**config.mk**
```make
export PLATFORM = sky130hd
export DESIGN_NAME = aseq_top
export DESIGN_NICKNAME = d
export VERILOG_FILES = /design/src/rtl/aseq_pkg.sv /design/src/rtl/aseq_ctrl.sv /design/src/rtl/aseq_addr_ctr.sv /design/src/rtl/aseq_data_regs.sv /design/src/rtl/aseq_top.sv
export SDC_FILE = /design/constraint.sdc
export NUM_CORES = 1
export LEC_CHECK = 0
export ABC_AREA = 1
export BUFFER_PORTS_ARGS = -buffer_cell sky130_fd_sc_hd__buf_2
export CAP_MARGIN = 20
export CORE_MARGIN = 5
export CORE_UTILIZATION = 54
export CTS_BUF_LIST = sky130_fd_sc_hd__clkbuf_4 sky130_fd_sc_hd__clkbuf_8
export CTS_CLUSTER_DIAMETER = 100
export DETAILED_ROUTE_END_ITERATION = 8
export PLACE_DENSITY = 0.88
export SYNTH_ARGS = -nofsm -noshare
export SYNTH_HDL_FRONTEND = slang
export SYNTH_HIERARCHICAL = 1
export SYNTH_SLANG_ARGS = --single-unit
```
**constraint.sdc**
```tcl
create_clock -name clk -period 2.24 [get_ports clk]
set_input_delay 0.224 -clock clk [delete_from_list [all_inputs] [get_ports clk]]
set_output_delay 0.224 -clock clk [all_outputs]
set_load 0.02 [all_outputs]
```
**src/rtl/aseq_pkg.sv**
```systemverilog
// Shared types for the auto-increment sequencer.
package aseq_pkg;
    // Sequencer phase: idle, waiting for host data, memory access in progress.
    typedef enum logic [1:0] {
        SQ_IDLE      = 2'd0,
        SQ_WAIT_DATA = 2'd1,
        SQ_ACCESS    = 2'd2
    } sq_state_t;
endpackage

```
**src/rtl/aseq_ctrl.sv**
```systemverilog
// Control FSM of the sequencer. It latches the mode at address load, gates
// the host data capture, waits for memory completion and samples the
// active-low auto-increment input in the completion cycle.
// Assumes: mem_done is only meaningful while an access is in progress.
module aseq_ctrl
    import aseq_pkg::*;
(
    input  logic      clk,
    input  logic      rst_n,
    input  logic      load_i,
    input  logic      prog_i,
    input  logic      wvalid_i,
    input  logic      done_i,
    input  logic      ainc_n_i,
    output sq_state_t state_o,
    output logic      prog_o,
    output logic      ld_addr_o,
    output logic      step_addr_o,
    output logic      cap_wdata_o,
    output logic      cap_rdata_o
);
    sq_state_t state_q, state_d;
    logic      prog_q;
    logic      fin;

    // Decode the enables each datapath register needs in this cycle.
    always_comb begin
        fin         = (state_q == SQ_ACCESS) && done_i;
        ld_addr_o   = (state_q == SQ_IDLE) && load_i;
        cap_wdata_o = (state_q == SQ_WAIT_DATA) && wvalid_i;
        cap_rdata_o = fin && !prog_q;
        step_addr_o = fin && !ainc_n_i;
    end

    // Choose the next phase.
    always_comb begin
        state_d = state_q;
        unique case (state_q)
            SQ_IDLE:      if (load_i)   state_d = prog_i ? SQ_WAIT_DATA : SQ_ACCESS;
            SQ_WAIT_DATA: if (wvalid_i) state_d = SQ_ACCESS;
            SQ_ACCESS: begin
                if (done_i) begin
                    if (!ainc_n_i) state_d = prog_q ? SQ_WAIT_DATA : SQ_ACCESS;
                    else           state_d = SQ_IDLE;
                end
            end
            default:                    state_d = SQ_IDLE;
        endcase
    end

    // Hold the phase and the mode latched at address load.
    always_ff @(posedge clk) begin
        if (!rst_n) begin
            state_q <= SQ_IDLE;
            prog_q  <= 1'b0;
        end else begin
            state_q <= state_d;
            if (ld_addr_o) prog_q <= prog_i;
        end
    end

    assign state_o = state_q;
    assign prog_o  = prog_q;
endmodule

```
**src/rtl/aseq_addr_ctr.sv**
```systemverilog
// Word address register: loaded from the host, stepped by one on request,
// wrapping at the top of the AW-bit range.
// Assumes: load and step are never requested in the same cycle.
module aseq_addr_ctr #(
    parameter int AW = 16
) (
    input  logic          clk,
    input  logic          rst_n,
    input  logic          load_i,
    input  logic          step_i,
    input  logic [AW-1:0] din_i,
    output logic [AW-1:0] q_o
);
    localparam logic [AW-1:0] ONE = AW'(1);

    logic [AW-1:0] q;

    // Load or advance the current word address.
    always_ff @(posedge clk) begin
        if (!rst_n)      q <= '0;
        else if (load_i) q <= din_i;
        else if (step_i) q <= q + ONE;
    end

    assign q_o = q;
endmodule

```
**src/rtl/aseq_data_regs.sv**
```systemverilog
// Data holding registers: the host word to program, the dumped word for the
// host and its one-cycle valid pulse.
// Assumes: capture enables arrive already qualified by the FSM.
module aseq_data_regs #(
    parameter int DW = 16
) (
    input  logic          clk,
    input  logic          rst_n,
    input  logic          cap_w_i,
    input  logic [DW-1:0] host_w_i,
    input  logic          cap_r_i,
    input  logic [DW-1:0] mem_r_i,
    output logic [DW-1:0] wdata_o,
    output logic [DW-1:0] rdata_o,
    output logic          rvalid_o
);
    logic [DW-1:0] wdata_q, rdata_q;
    logic          rvalid_q;

    // Capture write and read words and raise the valid pulse for one cycle.
    always_ff @(posedge clk) begin
        if (!rst_n) begin
            wdata_q  <= '0;
            rdata_q  <= '0;
            rvalid_q <= 1'b0;
        end else begin
            if (cap_w_i) wdata_q <= host_w_i;
            if (cap_r_i) rdata_q <= mem_r_i;
            rvalid_q <= cap_r_i;
        end
    end

    assign wdata_o  = wdata_q;
    assign rdata_o  = rdata_q;
    assign rvalid_o = rvalid_q;
endmodule

```
**src/rtl/aseq_top.sv**
```systemverilog
// Auto-increment slave programming sequencer. It takes one starting address
// and then programs or dumps consecutive words for as long as auto_inc_n is
// low at each completion.
// Assumes: the memory holds mem_done high for at least one cycle per access
// and keeps mem_rdata valid in that cycle.
module aseq_top
    import aseq_pkg::*;
#(
    parameter int AW = 16,
    parameter int DW = 16
) (
    input  logic          clk,
    input  logic          rst_n,
    input  logic          host_load,
    input  logic [AW-1:0] host_addr,
    input  logic          host_prog,
    input  logic          host_wvalid,
    input  logic [DW-1:0] host_wdata,
    output logic          host_rvalid,
    output logic [DW-1:0] host_rdata,
    input  logic          auto_inc_n,
    output logic [AW-1:0] mem_addr,
    output logic [DW-1:0] mem_wdata,
    output logic          mem_wr,
    output logic          mem_rd,
    input  logic [DW-1:0] mem_rdata,
    input  logic          mem_done,
    output logic          busy
);
    sq_state_t state;
    logic      prog, ld_addr, step_addr, cap_w, cap_r;

    aseq_ctrl u_ctrl (
        .clk        (clk),
        .rst_n      (rst_n),
        .load_i     (host_load),
        .prog_i     (host_prog),
        .wvalid_i   (host_wvalid),
        .done_i     (mem_done),
        .ainc_n_i   (auto_inc_n),
        .state_o    (state),
        .prog_o     (prog),
        .ld_addr_o  (ld_addr),
        .step_addr_o(step_addr),
        .cap_wdata_o(cap_w),
        .cap_rdata_o(cap_r)
    );

    aseq_addr_ctr #(.AW(AW)) u_addr (
        .clk   (clk),
        .rst_n (rst_n),
        .load_i(ld_addr),
        .step_i(step_addr),
        .din_i (host_addr),
        .q_o   (mem_addr)
    );

    aseq_data_regs #(.DW(DW)) u_data (
        .clk     (clk),
        .rst_n   (rst_n),
        .cap_w_i (cap_w),
        .host_w_i(host_wdata),
        .cap_r_i (cap_r),
        .mem_r_i (mem_rdata),
        .wdata_o (mem_wdata),
        .rdata_o (host_rdata),
        .rvalid_o(host_rvalid)
    );

    // Strobes follow the registered phase, so they never depend on inputs.
    always_comb begin
        mem_wr = (state == SQ_ACCESS) && prog;
        mem_rd = (state == SQ_ACCESS) && !prog;
        busy   = (state != SQ_IDLE);
    end
endmodule

```
# Word-level counts from Yosys, hierarchy flattened
# Index checks and enable logic that the tools add are counted.
# word_totals
output_inout_bits	52
regBits	52
input_bits	55
# classes
reduce_logical	13
eq_ne	5
mux	9
add_sub_neg	1
# op_table
cell	n
$mux 16	2
$add 16x1->16 const B	1
$mux 2	6
$logic_and 1x1->1	7
$ne 2x2->1 const B	3
$pmux 2 s3	1
$reduce_bool 2->1	2
$reduce_and 3->1	1
$eq 2x1->1 const B	1
$eq 2x2->1 const B	1
$logic_not 1->1	2
$logic_not 2->1	1

# Longest topological paths before layout
# depth
ltp_word	5
ltp_mapped	10

# Hierarchy
# Netlist, hierarchy kept.
# by_module_without_submodules
mod	cells_per_inst	area_each_um2	instances
aseq_data_regs	206	1391.3	1
aseq_addr_ctr	148	1012.2	1
aseq_ctrl	35	201.4	1
aseq_top	6	25.0	1

# Least setup slack after synthesis
# OpenSTA, ideal clock, no wires.
# synth_timing
path_type	register to register
startpoint	register u_ctrl.state_q[1] (netlist: u_ctrl/state_o[1])
endpoint	register u_addr.q[7] (netlist: u_addr/q_o[7])
path_stages_with_launch	7
path_buffers	1
t_arrival_ns	1.339
setup_slack_ns	0.768
required_time_ns	2.108
cell_sequence	dfxtp_1 > nand2_1 > nor3_1 > nor2_1 > buf_2 > a22oi_1 > a21oi_1
# synth_between
elab_chain_cells	4
# synth_rtl
element	line	source
start, declared	aseq_ctrl.sv:22	sq_state_t state_q, state_d;
start signal, assigned	aseq_ctrl.sv:57	state_q <= state_d;
$eq 2x2->1	aseq_ctrl.sv:28	fin = (state_q == SQ_ACCESS) && done_i;
$logic_and 1x1->1	aseq_ctrl.sv:28	
$logic_and 1x1->1	aseq_ctrl.sv:32	step_addr_o = fin && !ainc_n_i;
net step_addr	aseq_top.sv:31	logic prog, ld_addr, step_addr, cap_w, cap_r;
$reduce_bool 2->1 (no line)	n/a	
end signal, assigned	aseq_addr_ctr.sv:21	else if (load_i) q <= din_i;
end signal, assigned	aseq_addr_ctr.sv:22	else if (step_i) q <= q + ONE;
end, declared	aseq_addr_ctr.sv:16	logic [AW-1:0] q;
# The timed path passes the listed nets, and every way through them passes these cells.
# A chain may end at the register's enable or synchronous reset.

# Worst setup path after layout
# layout_timing
startpoint	register u_ctrl.state_q[1] (netlist: u_ctrl/state_o[1])
endpoint	register u_addr.q[10] (netlist: u_addr/q_o[10])
# Same word-level chain as after synthesis.

==> impl_metrics.yaml <==
run_status:
  status: "complete, no violations"
yosys:
  synth_top_area_cell: "dfxtp_1"
  ys_types: 27
  synth_nets: 451
  yosys-top-cells-area: "dfxtp_1, nand2_1, nor2_1, inv_1, nand3_1"
  postSynthCellCount: 395
  yosys_warnings: 6
  synth-edff-count: 0
  synth_area_per_cell_um2: 6.66
  synth_top_area_share_pct: 39.6
  ys_seq_area_share_pct: 39.6
  async_flop_share_pct: 0
  ys.flop_type: "dfxtp_1"
  ys_ff_latch: 52
  syn_area_um2: 2630
setup_path:
  worst_setup_path_end_kind: "register"
  crit_path_start_kind: "register"
  slowest_delay_ns: 0.44
  cp.required_ns: 2.47
  crit_chain: "nand2_1, nor3_1, nand2_1, inv_1, nand3_1, a21oi_1"
  path_class: "reg2reg"
  cp_slowest_cell: "dfxtp_1"
  worstPathMaxFanout: 12
  arrival_ns: 2.08
  path_common_cell: "nand2_1"
placed_design:
  globalplace.congestion: 0.816
  port_buffers: 106
  dp_slack_ns: 0.430
  place_hpwl_mm: 4.74
die:
  die_area_um2: 6370
  die_y_um: 79.8
  fp-row-count: 25
  ios: 107
  coreArea_um2: 4720
  die_w_um: 79.8
  initial_core_util_pct: 55.7
timing:
  finalHoldViolations: 0
  finalSetupTns_ns: 0
  slew_violations: 0
  setup_violations: 0
  rsz0062_at_grt: "false"
  fin_crit_sh_pct: 82.6
  relSlewSlack_pct: 66.2
  clock_skew_ns: 0.00790
  worstMarginPinSlew_ns: 0.503
  fmax_ghz: 0.540
  whs_ns: 0.183
  period_minus_slack_ns: 1.85
  fin_ws_ns: 0.390
drt:
  wl_per_cell_um: 11.1
  dr_wl_met2_mm: 2.93
  vias: 2647
  wl_met3_um: 589
  vias_per_cell: 4.68
  drtPass1Iterations: 4
  drt_wl_total_mm: 6.27
  drc: 0
  m1WireLength_mm: 2.73
  drt-initial-drc-count: 125
  ant_nets: 0
  top_layer: "met4"
grt:
  grt_first_pass_wirelength_mm: 10.4
  grt_max_degree: 34
  first_global_vias: 2421
  grt-ovfl-total: 0
  grt_antenna_before_repair: 0
  grtUsageTotal_pct: 20.3
power_and_ir_drop:
  p_per_area_nw_per_um2: 701
  p_leak_nw: 1.75
  ir_drop_v: 0.000341
clock_tree:
  post_cts_buffers: 0
  cts_max_level: 2
  cts_tree: "yes"
  cts.repair.resized: 0
  cts_root_buf: "clkbuf_8"
  cts_buffers: 5
  clk_pin_slew_ns: 0.09
  cts_buffer_depth: 2
  clkLatencyLatePin_ns: 0.30
  cts_hold_buffers: 0
  clock_sinks: 52
finish:
  diodes: 0
  final_common_cell: "nand2_1"
  final_cell_mix: "nand2_1, buf_2, nor2_1, inv_1, dfxtp_1"
  n_fill_cell: 401
  final_net_count: 554
  area_growth_pct: 24.6
  drive_above_1_share_pct: 28.1
  finish.utilization_pct: 69.4
worst_hold_path:
  hold_class: "in2reg"
run:
  maxCapViolCount: 0
[sequential cells by signal, indices dropped and copies added, names as in the netlist]
signal	cells
u_ctrl/prog_o	1
u_data/rvalid_o	1
u_ctrl/state_o	2
u_data/rdata_o	16
u_addr/q_o	16
u_data/wdata_o	16
[report_power, final]
part,leakage (nW),switching [mW],internal (mW)
Combinational,1.26,0.340,0.209
Sequential,0.425,0.0759,1.01
Clock,0.0614,0.301,0.365
[per-stage QoR]
stage               cell area (um^2)  total power, mW  std cells
global placement                3160             1.64        558
detailed placement              3160             1.65        558
CTS                             3280             2.32        566
finish                          3280             2.30        566
global route                    3280             2.45        566
floorplan                       2630             1.48        395
[metal layers]
metal / global-route usage [%] / up-vias
met2: 36.1 / 103
met4: 4.90 / 0
li1: - / 1404
met5: 0 / -
met3: 5.19 / 4
met1: 24.3 / 1136
[Yosys cell counts, types with 4 or more instances]
| cell type | count |
|---|---|
| o21ai_0 | 7 |
| a22oi_1 | 10 |
| nor2_2 | 12 |
| buf_4 | 4 |
| nor2_1 | 72 |
| nand3_1 | 17 |
| dfxtp_1 | 52 |
| a21oi_1 | 16 |
| nand2_2 | 4 |
| nand2_1 | 109 |
| inv_1 | 58 |
| buf_6 | 7 |
| xor2_1 | 5 |
[kinds of logic (layout without fill, tap and decap cells)]
logic type / count (synthesis) / after routing / synth area share, %
xor+xnor: 7 / 7 / 2.33
buf+inv: 73 / 177 / 13.5
fa+ha+maj: 1 / 1 / 0.476
flops: 52 / 52 / 39.6
simple gates: 223 / 223 / 35.2
compound gates: 39 / 39 / 8.94
[layout make-up]
cell class | count | area, um^2 | area share, %
multi-input cells | 270 | 1240 | 38.0
well taps | 67 | 83.8 | 2.56
clock inverters | 2 | 38.8 | 1.18
clock buffers | 6 | 82.6 | 2.52
repair buffers | 111 | 568 | 17.3
inverters | 58 | 218 | 6.64
flip-flops and latches | 52 | 1040 | 31.8
[worst max-delay path, delay by kind of cell (launching register included)]
kind	cells	cell delay, ns
AND/OR/NAND/NOR	4	0.86
buffers and inverters	1	0.32
AO/OA/AOI/OAI	1	0.16
flip-flops	1	0.44
[path summary, 6_finish.rpt]
path | from | depth (start not counted) | slack, ns | end
min | host_prog | 3 | 0.18 | u_ctrl/prog_o$_SDFFE_PN0P_
min reg2reg | u_data/rdata_o[0]$_SDFFE_PN0P_ | 2 | 0.47 | u_data/rdata_o[0]$_SDFFE_PN0P_
max reg2reg | u_ctrl/state_o[1]$_SDFFE_PN0P_ | 6 | 0.39 | u_addr/q_o[10]$_SDFFE_PN0P_
max | u_ctrl/state_o[1]$_SDFFE_PN0P_ | 6 | 0.39 | u_addr/q_o[10]$_SDFFE_PN0P_
(Power assumes the default switching activity.)
